===== config.mk =====
export PLATFORM = sky130hd
export DESIGN_NAME = line_refill_seq
export DESIGN_NICKNAME = d
export VERILOG_FILES = /design/src/rtl/refill_pkg.sv /design/src/rtl/refill_rst_sync.sv /design/src/rtl/refill_wrap_ctr.sv /design/src/rtl/refill_arrival_map.sv /design/src/rtl/refill_fsm.sv /design/src/rtl/line_refill_seq.sv
export SDC_FILE = /design/constraint.sdc
export NUM_CORES = 1
export LEC_CHECK = 0
export BUFFER_PORTS_ARGS = -buffer_cell sky130_fd_sc_hd__buf_4
export CAP_MARGIN = 5
export CORE_ASPECT_RATIO = 1.5
export CORE_MARGIN = 10
export CORE_UTILIZATION = 30
export DETAILED_ROUTE_END_ITERATION = 16
export SETUP_SLACK_MARGIN = 0.05
export SLEW_MARGIN = 40
export SYNTH_ARGS = -nofsm -noshare
export SYNTH_HDL_FRONTEND = slang
export SYNTH_SLANG_ARGS = --single-unit

===== constraint.sdc =====
create_clock -name clk -period 1.7 [get_ports clk]
set_clock_uncertainty 0.05 [all_clocks]
set_input_delay 0 -clock clk [delete_from_list [all_inputs] [get_ports clk]]
set_output_delay 0 -clock clk [all_outputs]
set_load 0.05 [all_outputs]

===== src/rtl/refill_pkg.sv =====
package refill_pkg;
  typedef enum logic [1:0] {
    ST_IDLE  = 2'd0,
    ST_ISSUE = 2'd1,
    ST_AWAIT = 2'd2
  } fill_state_t;
endpackage


===== src/rtl/refill_rst_sync.sv =====
module refill_rst_sync #(
  parameter int STAGES = 2
) (
  input  logic clk,
  input  logic rst_n,
  output logic rst_sync_n
);
  logic [STAGES-1:0] sync_q;

  always_ff @(posedge clk or negedge rst_n) begin
    if (!rst_n) sync_q <= '0;
    else        sync_q <= {sync_q[STAGES-2:0], 1'b1};
  end

  assign rst_sync_n = sync_q[STAGES-1];
endmodule


===== src/rtl/refill_wrap_ctr.sv =====
module refill_wrap_ctr #(
  parameter int WORDS = 16,
  parameter int IW    = $clog2(WORDS)
) (
  input  logic          clk,
  input  logic          rst_n,
  input  logic          load,
  input  logic [IW-1:0] load_idx,
  input  logic          step,
  output logic [IW-1:0] idx,
  output logic [IW-1:0] crit,
  output logic          first,
  output logic          last
);
  localparam logic [IW-1:0] TOP_IDX = IW'(WORDS - 1);
  localparam bit POW2 = ((WORDS & (WORDS - 1)) == 0);

  logic [IW-1:0] idx_q, idx_d, crit_q, crit_d, cnt_q, cnt_d, idx_inc;
  logic          ctr_en;

  generate
    if (POW2) begin : g_pow2
      assign idx_inc = idx_q + 1'b1;
    end else begin : g_cmp
      assign idx_inc = (idx_q == TOP_IDX) ? '0 : idx_q + 1'b1;
    end
  endgenerate

  assign ctr_en = load | step;

  always_comb begin
    idx_d  = idx_q;
    crit_d = crit_q;
    cnt_d  = cnt_q;
    if (load) begin
      idx_d  = load_idx;
      crit_d = load_idx;
      cnt_d  = '0;
    end else if (step) begin
      idx_d  = idx_inc;
      cnt_d  = cnt_q + 1'b1;
    end
  end

  always_ff @(posedge clk or negedge rst_n) begin
    if (!rst_n) begin
      idx_q  <= '0;
      crit_q <= '0;
      cnt_q  <= '0;
    end else if (ctr_en) begin
      idx_q  <= idx_d;
      crit_q <= crit_d;
      cnt_q  <= cnt_d;
    end
  end

  assign idx   = idx_q;
  assign crit  = crit_q;
  assign first = (cnt_q == '0);
  assign last  = (cnt_q == TOP_IDX);
endmodule


===== src/rtl/refill_arrival_map.sv =====
module refill_arrival_map #(
  parameter int WORDS = 16,
  parameter int IW    = $clog2(WORDS)
) (
  input  logic          clk,
  input  logic          rst_n,
  input  logic          clr,
  input  logic          set,
  input  logic [IW-1:0] set_idx,
  input  logic [IW-1:0] q_idx,
  output logic          q_hit
);
  logic [WORDS-1:0] map_q;

  generate
    for (genvar g = 0; g < WORDS; g++) begin : g_bit
      logic bit_en;
      assign bit_en = clr | (set && (set_idx == IW'(g)));
      always_ff @(posedge clk or negedge rst_n) begin
        if (!rst_n)      map_q[g] <= 1'b0;
        else if (bit_en) map_q[g] <= ~clr;
      end
    end
  endgenerate

  assign q_hit = map_q[q_idx];
endmodule


===== src/rtl/refill_fsm.sv =====
module refill_fsm
  import refill_pkg::*;
(
  input  logic clk,
  input  logic rst_n,
  input  logic miss_valid,
  input  logic req_ready,
  input  logic rsp_valid,
  input  logic last_word,
  output logic idle,
  output logic accept,
  output logic req_valid,
  output logic rsp_ready,
  output logic rsp_fire
);
  fill_state_t state_q, state_d;

  always_comb begin
    state_d = state_q;
    unique case (state_q)
      ST_IDLE:  if (miss_valid) state_d = ST_ISSUE;
      ST_ISSUE: if (req_ready)  state_d = ST_AWAIT;
      ST_AWAIT: if (rsp_valid)  state_d = last_word ? ST_IDLE : ST_ISSUE;
      default:  state_d = ST_IDLE;
    endcase
  end

  always_ff @(posedge clk or negedge rst_n) begin
    if (!rst_n) state_q <= ST_IDLE;
    else        state_q <= state_d;
  end

  assign idle      = (state_q == ST_IDLE);
  assign accept    = idle & miss_valid;
  assign req_valid = (state_q == ST_ISSUE);
  assign rsp_ready = (state_q == ST_AWAIT);
  assign rsp_fire  = rsp_ready & rsp_valid;
endmodule


===== src/rtl/line_refill_seq.sv =====
module line_refill_seq #(
  parameter  int LINE_WORDS  = 16,
  parameter  int DATA_W      = 32,
  parameter  int LINE_ADDR_W = 26,
  localparam int IW          = $clog2(LINE_WORDS)
) (
  input  logic                      clk,
  input  logic                      rst_n,
  input  logic                      miss_valid,
  output logic                      miss_ready,
  input  logic [LINE_ADDR_W-1:0]    miss_line,
  input  logic [IW-1:0]             miss_word,
  output logic                      mem_req_valid,
  input  logic                      mem_req_ready,
  output logic [LINE_ADDR_W+IW-1:0] mem_req_addr,
  input  logic                      mem_rsp_valid,
  output logic                      mem_rsp_ready,
  input  logic [DATA_W-1:0]         mem_rsp_data,
  output logic                      buf_we,
  output logic [IW-1:0]             buf_widx,
  output logic [DATA_W-1:0]         buf_wdata,
  output logic                      early_restart,
  output logic                      fill_done,
  output logic [LINE_ADDR_W-1:0]    fill_line,
  output logic                      busy,
  input  logic [LINE_ADDR_W-1:0]    probe_line,
  input  logic [IW-1:0]             probe_word,
  output logic                      probe_hit,
  output logic                      probe_wait
);
  logic                   rst_sync_n;
  logic                   idle, accept, rsp_fire;
  logic                   first_word, last_word, word_here, line_match;
  logic [IW-1:0]          cur_idx, crit_idx;
  logic [LINE_ADDR_W-1:0] line_q;

  refill_rst_sync #(.STAGES(2)) u_rst (
    .clk        (clk),
    .rst_n      (rst_n),
    .rst_sync_n (rst_sync_n)
  );

  refill_fsm u_fsm (
    .clk        (clk),
    .rst_n      (rst_sync_n),
    .miss_valid (miss_valid),
    .req_ready  (mem_req_ready),
    .rsp_valid  (mem_rsp_valid),
    .last_word  (last_word),
    .idle       (idle),
    .accept     (accept),
    .req_valid  (mem_req_valid),
    .rsp_ready  (mem_rsp_ready),
    .rsp_fire   (rsp_fire)
  );

  refill_wrap_ctr #(.WORDS(LINE_WORDS), .IW(IW)) u_ctr (
    .clk      (clk),
    .rst_n    (rst_sync_n),
    .load     (accept),
    .load_idx (miss_word),
    .step     (rsp_fire),
    .idx      (cur_idx),
    .crit     (crit_idx),
    .first    (first_word),
    .last     (last_word)
  );

  refill_arrival_map #(.WORDS(LINE_WORDS), .IW(IW)) u_map (
    .clk     (clk),
    .rst_n   (rst_sync_n),
    .clr     (accept),
    .set     (rsp_fire),
    .set_idx (cur_idx),
    .q_idx   (probe_word),
    .q_hit   (word_here)
  );

  always_ff @(posedge clk or negedge rst_sync_n) begin
    if (!rst_sync_n)  line_q <= '0;
    else if (accept)  line_q <= miss_line;
  end

  assign miss_ready    = idle;
  assign busy          = ~idle;
  assign mem_req_addr  = {line_q, cur_idx};
  assign buf_we        = rsp_fire;
  assign buf_widx      = cur_idx;
  assign buf_wdata     = mem_rsp_data;
  assign early_restart = rsp_fire & first_word;
  assign fill_done     = rsp_fire & last_word;
  assign fill_line     = line_q;
  assign line_match    = busy & (probe_line == line_q);
  assign probe_hit     = line_match & word_here;
  assign probe_wait    = line_match & ~word_here;
endmodule


==> results of run 1 <==
## power by group through the flow
stage | clock network (mW) | registers, mW | logic [mW]
2_1_floorplan | 0 | 3.45 | 3.26
6_report | 0.997 | 2.30 | 6.04
5_1_grt | 1.11 | 2.39 | 6.36
4_1_cts | 1.05 | 2.30 | 6.09
3_3_place_gp | 0 | 2.31 | 5.62
3_5_place_dp | 0 | 2.34 | 5.65
## state kept, by name (all words and copies together) (netlist names)
| signal | cells |
|---|---|
| u_ctr.cnt_q | 4 |
| u_rst.sync_q | 2 |
| fill_line | 26 |
| u_map.map_q | 16 |
| u_ctr.idx | 4 |
| u_fsm.state_q | 2 |
## cell type report
cell class	count	area (um2)
fillers	963	5280
repair buffers	216	1850
flip-flops and latches	54	1390
multi-input cells	192	1250
well taps	117	146
clock buffers	6	129
inverters	9	33.8
clock inverters	2	10.0
## critical path: stages, from the launching register on
cell     delay (ns)
dfrtp_2        0.43
xor2_1         0.17
nor4_2         0.35
nand3_2        0.18
nor3b_4        0.23
buf_6          0.18
## cells by family (layout without fill, tap and decap cells)
group                    Yosys count  count (layout)  share of synthesized area (%)
adder cells (fa/ha/maj)            6               6                           2.43
multiplexers                       8               8                           4.70
buffers and inverters             80             233                           17.7
AO/OA/AOI/OAI                     28              28                           6.28
other                              1               1                          0.121
flip-flops                        54              54                           43.7
XOR/XNOR                          30              30                           8.51
AND/OR/NAND/NOR                  119             119                           16.5
## routing by layer
metal	up-vias	GRT usage, %
met5	-	0
met4	0	3.31
met3	6	4.15
met2	115	25.5
met1	1288	13.6
li1	1304	-
## layout by cell type (no fill, tap or decap), types with 2 or more instances in the layout
cell	instances
clkbuf_16	5
xor2_1	29
a21oi_1	9
nor2b_1	2
nand2_1	85
mux4_2	2
a22o_1	13
nand3_1	2
nor4_1	3
nand4_1	2
nor4_2	3
mux2i_2	2
nor2_1	8
buf_4	141
buf_12	3
ha_1	6
o21ai_0	4
clkinv_2	2
mux4_1	2
dfrtp_2	27
inv_1	8
nor3_1	4
dlygate4sd3_1	67
and3_1	2
buf_6	5
dfrtp_1	27
mux2i_1	2
## final timing paths
check	from	endpoint	slack, ns	cells past startpoint
max reg2reg	u_fsm.state_q[1]$_DFFE_PN0P_	u_fsm.state_q[1]$_DFFE_PN0P_	0.14	3
min	mem_rsp_valid	u_ctr.cnt_q[0]$_DFFE_PN0P_	0.18	5
min reg2reg	u_rst.sync_q[1]$_DFF_PN0_	fill_line[5]$_DFFE_PN0P_	0.21	1
max in group asynchronous	rst_n	u_rst.sync_q[1]$_DFF_PN0_	0.93	3
min in group asynchronous	u_rst.sync_q[1]$_DFF_PN0_	fill_line[5]$_DFFE_PN0P_	0.21	1
max	fill_line[8]$_DFFE_PN0P_	probe_hit	-0.19	5
## timing repair
| item | CTS | global route |
|---|---|---|
| gates resized for setup | 12 | 3 |
| hold buffers | 67 | 0 |
| pin swaps | 4 | 0 |
| setup endpoints to repair | 3 | 3 |
| endpoints found under the hold margin | 66 | 0 |
| setup buffers | 4 | 0 |
==> metrics.txt, run 1 <==
status complete, but fails checks; failing checks setup timing; Unique masters post-synth 32; top cells by area, synth dfrtp_1 44%, buf_4 15%, nand2_1 10%; crit path kind reg2out; drt first pass iters 4; CTS Sinks 54; Slew @ Worst Pin 0.528 ns; root buffer cell clkbuf_16; via-per-instance ratio 4.55; Post-Layout Cell Count 596; antenna-violating nets left 0; layout net count 581; Combinational Power Share 64.7%; Min Hold Slack 0.185 ns; htree depth 2; die area approximately 15000 um2; Max Slew Vio Count 0; CP required 1.65 ns; synth warn 0; RSZ-0062 raised after global routing true; Placer Congestion 0.741; worst slack at placement -0.00567 ns; Max rail drop VDD a little under 0.9 mV; crit path max fanout 4; I/O pin count 198; TritonCTS clock tree yes; Total GRT Usage 13.4%; Detailed Route WL 10300 um; DIE HEIGHT 144 um; endpoint class of the critical path primary output; DIE WIDTH 103 um; leak pwr 2.43 nW; Tot Pwr approximately 9.3 mW; Post-synth EDFFs 0; syn avg cell area 9.48 um2; clock buffer depth 2; Met1 Wirelength 3810 um; highest metal used met4; register share of total power 24.6%; clock slew at reported path FFs 0.07 ns; CTS buffer count 5; clock power share about a tenth; Hold Fails Final Rpt 0; Core Box Area 10100 um2; diodes inserted 0; flops & latches, synth 54; placed insts 517; final period utilization 111%; Synth Net Count roughly 430; placed cell areas about 3900 um2; average wire per standard cell 17.4 um; post-synth top area share 43.7%; Post-Synthesis Cells 326; initial antenna violation count 0; Period minus WS final 1.89 ns; final setup fails 2; Max Freq 528 MHz; synthesized cell area just over 3000 um2; final worst slack -0.192 ns; Clock Latency Late Sink 0.29 ns; Power Internal 4.21 mW; critical path startpoint category flop; async set-reset flop share out of synthesis 100%; met3 WL 849 um; vias in the first global route approximately 3000; DR vias 2713; DRC Markers 0; setup TNS -0.376 ns; Slew headroom about two thirds; Net Switching 5.12 mW; Util after Layout 47.7%; number of I/O port buffers 133; largest net degree at the start of global routing 53; Hold WC Path Type in2reg; Syn-to-layout area delta 55.5%; post-synthesis sequential area ratio 43.7%; grt ovf 0; predominant post-synthesis flop cell dfrtp_1; top cells by count, synth 85 x nand2_1, 62 x buf_4, 54 x dfrtp_1; most common cell in the netlist nand2_1; cell area after layout 4800 um2; switching share of total power 54.9%; Met2 Routed Length 5590 um; Initial Util 30.7%; 1st-iter DRT viols 86; Max Cap Viol 0; Worst EP arrival between 1.5 and 2 ns; first-pass GRT wire length 15700 um; Synth area leader dfrtp_1; DPL Wire Length 7020 um; layout cells sized above 1 approximately two fifths; pwr/cell area approximately 1900 nW/um2; row count 45
Note: power is estimated with default switching activity, not from simulation.
==> inputs of run 2 (changes only) <==
--- a/config.mk
+++ b/config.mk
@@ -5,6 +5,7 @@
 export SDC_FILE = /design/constraint.sdc
 export NUM_CORES = 1
 export LEC_CHECK = 0
+export ABC_AREA = 0
 export BUFFER_PORTS_ARGS = -buffer_cell sky130_fd_sc_hd__buf_4
 export CAP_MARGIN = 5
 export CORE_ASPECT_RATIO = 1.5
==> constraint.sdc (replaced) <==
create_clock -name clk -period 2.26 [get_ports clk]
set_clock_uncertainty 0.05 [all_clocks]
set_input_delay 0 -clock clk [delete_from_list [all_inputs] [get_ports clk]]
set_output_delay 0 -clock clk [all_outputs]
set_load 0.05 [all_outputs]
==> metrics.txt, run 2 (synthesis results as in run 1) <==
status finished, final reports clean; layout cells sized above 1 32.4% (-8.7 points); TritonCTS clock tree yes; grt ovf 0 (unchanged); I/O pin count 198 (unchanged); clock slew at reported path FFs 0.08 ns (about the same); Max rail drop VDD 0.569 mV (-36%); Hold WC Path Type in2reg; leak pwr 2.39 nW (-1.7%); max incr delay on CP 0.44 ns (about the same); DR vias 2667 (-1.7%); CP required 2.21 ns (+0.56 ns); Slew @ Worst Pin 0.702 ns (+0.174 ns); Max Freq 486 MHz; Period minus WS final 2.06 ns; Hold Fails Final Rpt 0 (unchanged); layout net count 571 (-1.7%); endpoint class of the critical path primary output; Fill cells 946 (-1.8%); pwr/cell area 1480 nW/um2 (-24%); drt first pass iters 4 (unchanged); Met1 Wirelength 3900 um (+2.2%); DPL Wire Length 7290 um (+3.8%); diodes inserted 0 (unchanged); antenna-violating nets left 0 (unchanged); max reg flops 26 (unchanged); crit path kind reg2out; Max Cap Viol 0 (unchanged); CTS Sinks 54 (unchanged); vias in the first global route 2974 (-0.50%); DIE WIDTH 103 um (unchanged); met3 WL 804 um (-5.3%); most frequent cells in the layout 139 x buf_4, 85 x nand2_1, 67 x dlygate4sd3_1, 53 x dfrtp_1, 29 x xor2_1; Max Slew Vio Count 0 (unchanged); Placer Congestion 0.814 (+9.8%); final period utilization 91.1%; commonest non-fill, non-tap cell in the layout buf_4; number of I/O port buffers 133 (unchanged); largest net degree at the start of global routing 53 (unchanged); setup TNS 0 ns (+0.376 ns); row count 45 (unchanged); Total GRT Usage 13.3% (-0.16 points); Clock Latency Late Sink 0.30 ns (about the same); first-pass GRT wire length 15400 um (-1.7%); htree depth 2 (unchanged); DIE HEIGHT 144 um (unchanged); Slew headroom 53.2% (-12 points); crit-path cells xor2_1 > nor4_1 > nand4_1 > nor3b_2 > buf_4; Tot Pwr 6.82 mW (-27%); 1st-iter DRT viols 74 (-14%); initial antenna violation count 0 (unchanged); via-per-instance ratio 4.55 (about the same); highest metal used met4; Resized Gates After CTS 0 (-12); DRC Markers 0 (unchanged); clock buffer depth 2 (unchanged); Met2 Routed Length 5390 um (-3.5%); crit path max fanout 4 (unchanged); Worst EP arrival 2.01 ns (+0.17 ns); Core Box Area 10100 um2 (unchanged); Detailed Route WL 10300 um (-0.47%); final setup fails 0 (-2); CTS buffer count 5 (unchanged); die area 14800 um2 (unchanged); slowest cell on the critical path dfrtp_1; RSZ-0062 raised after global routing false; critical path startpoint category flop; Initial Util 30.7% (unchanged); root buffer cell clkbuf_16; average wire per standard cell 17.6 um (+1.2%); Syn-to-layout area delta 48.9%
==> run 2: cell type report <==
class | instances | area (um2) | share of cell area [%]
repair buffers | 206 | 1710 | 37.3
flip-flops and latches | 54 | 1350 | 29.4
multi-input cells | 192 | 1200 | 26.1
well taps | 117 | 146 | 3.18
clock buffers | 5 | 125 | 2.72
inverters | 9 | 33.8 | 0.734
clock inverters | 3 | 26.3 | 0.571
==> run 2: path summary, 6_finish.rpt <==
| kind | from | cells past startpoint | slack, ns | endpoint |
|---|---|---|---|---|
| worst max-delay path | fill_line[4]$_DFFE_PN0P_ | 5 | 0.20 | probe_hit |
| worst min-delay path | mem_rsp_valid | 5 | 0.21 | u_ctr.cnt_q[0]$_DFFE_PN0P_ |
| worst max register to register | u_fsm.state_q[1]$_DFFE_PN0P_ | 5 | 0.60 | fill_line[3]$_DFFE_PN0P_ |
| worst min register to register | u_rst.sync_q[0]$_DFF_PN0_ | 0 | 0.31 | u_rst.sync_q[1]$_DFF_PN0_ |
| max in group asynchronous | u_rst.sync_q[1]$_DFF_PN0_ | 1 | 1.34 | fill_line[8]$_DFFE_PN0P_ |
| min in group asynchronous | u_rst.sync_q[1]$_DFF_PN0_ | 1 | 0.34 | u_map.map_q[11]$_DFFE_PN0P_ |
==> run 2: through the flow <==
step	worst slack (ns)	utilization, %	hold WS (ns)	instances	cell area (um2)
6_report	0.202	45.6	0.206	586	4600
5_1_grt	0.0907	45.6	0.251	586	4600
4_1_cts	0.178	45.6	0.195	586	4600
3_5_place_dp	0.502	37.5	-0.266	511	3780
3_3_place_gp	0.506	37.5	-0.267	511	3780
2_1_floorplan	0.172	-	-0.346	326	3100
==> run 2: worst max-delay path, delay by kind of cell, from the launching register on <==
family,cells,cell delay (ns)
buf+inv,1,0.22
xor+xnor,1,0.18
simple gates,3,0.88
flops,1,0.44
==> run 2: power by group <==
group	internal [mW]	total [mW]	leakage [nW]	switching, mW
Clock	0.424	0.813	0.0752	0.389
Combinational	1.27	4.31	1.62	3.04
Sequential	1.29	1.70	0.696	0.405
Total	2.99	6.82	2.39	3.83
==> run 2: layer usage <==
metal / track usage [%] / vias to the layer above
met3: 3.44 / 12
met5: 0 / -
li1: - / 1282
met1: 13.7 / 1237
met2: 24.7 / 136
met4: 4.92 / 0
==> run 2: timing repair <==
item                      CTS  global route
hold buffers               67             0
setup buffers               0             0
hold endpoints to repair   66             0
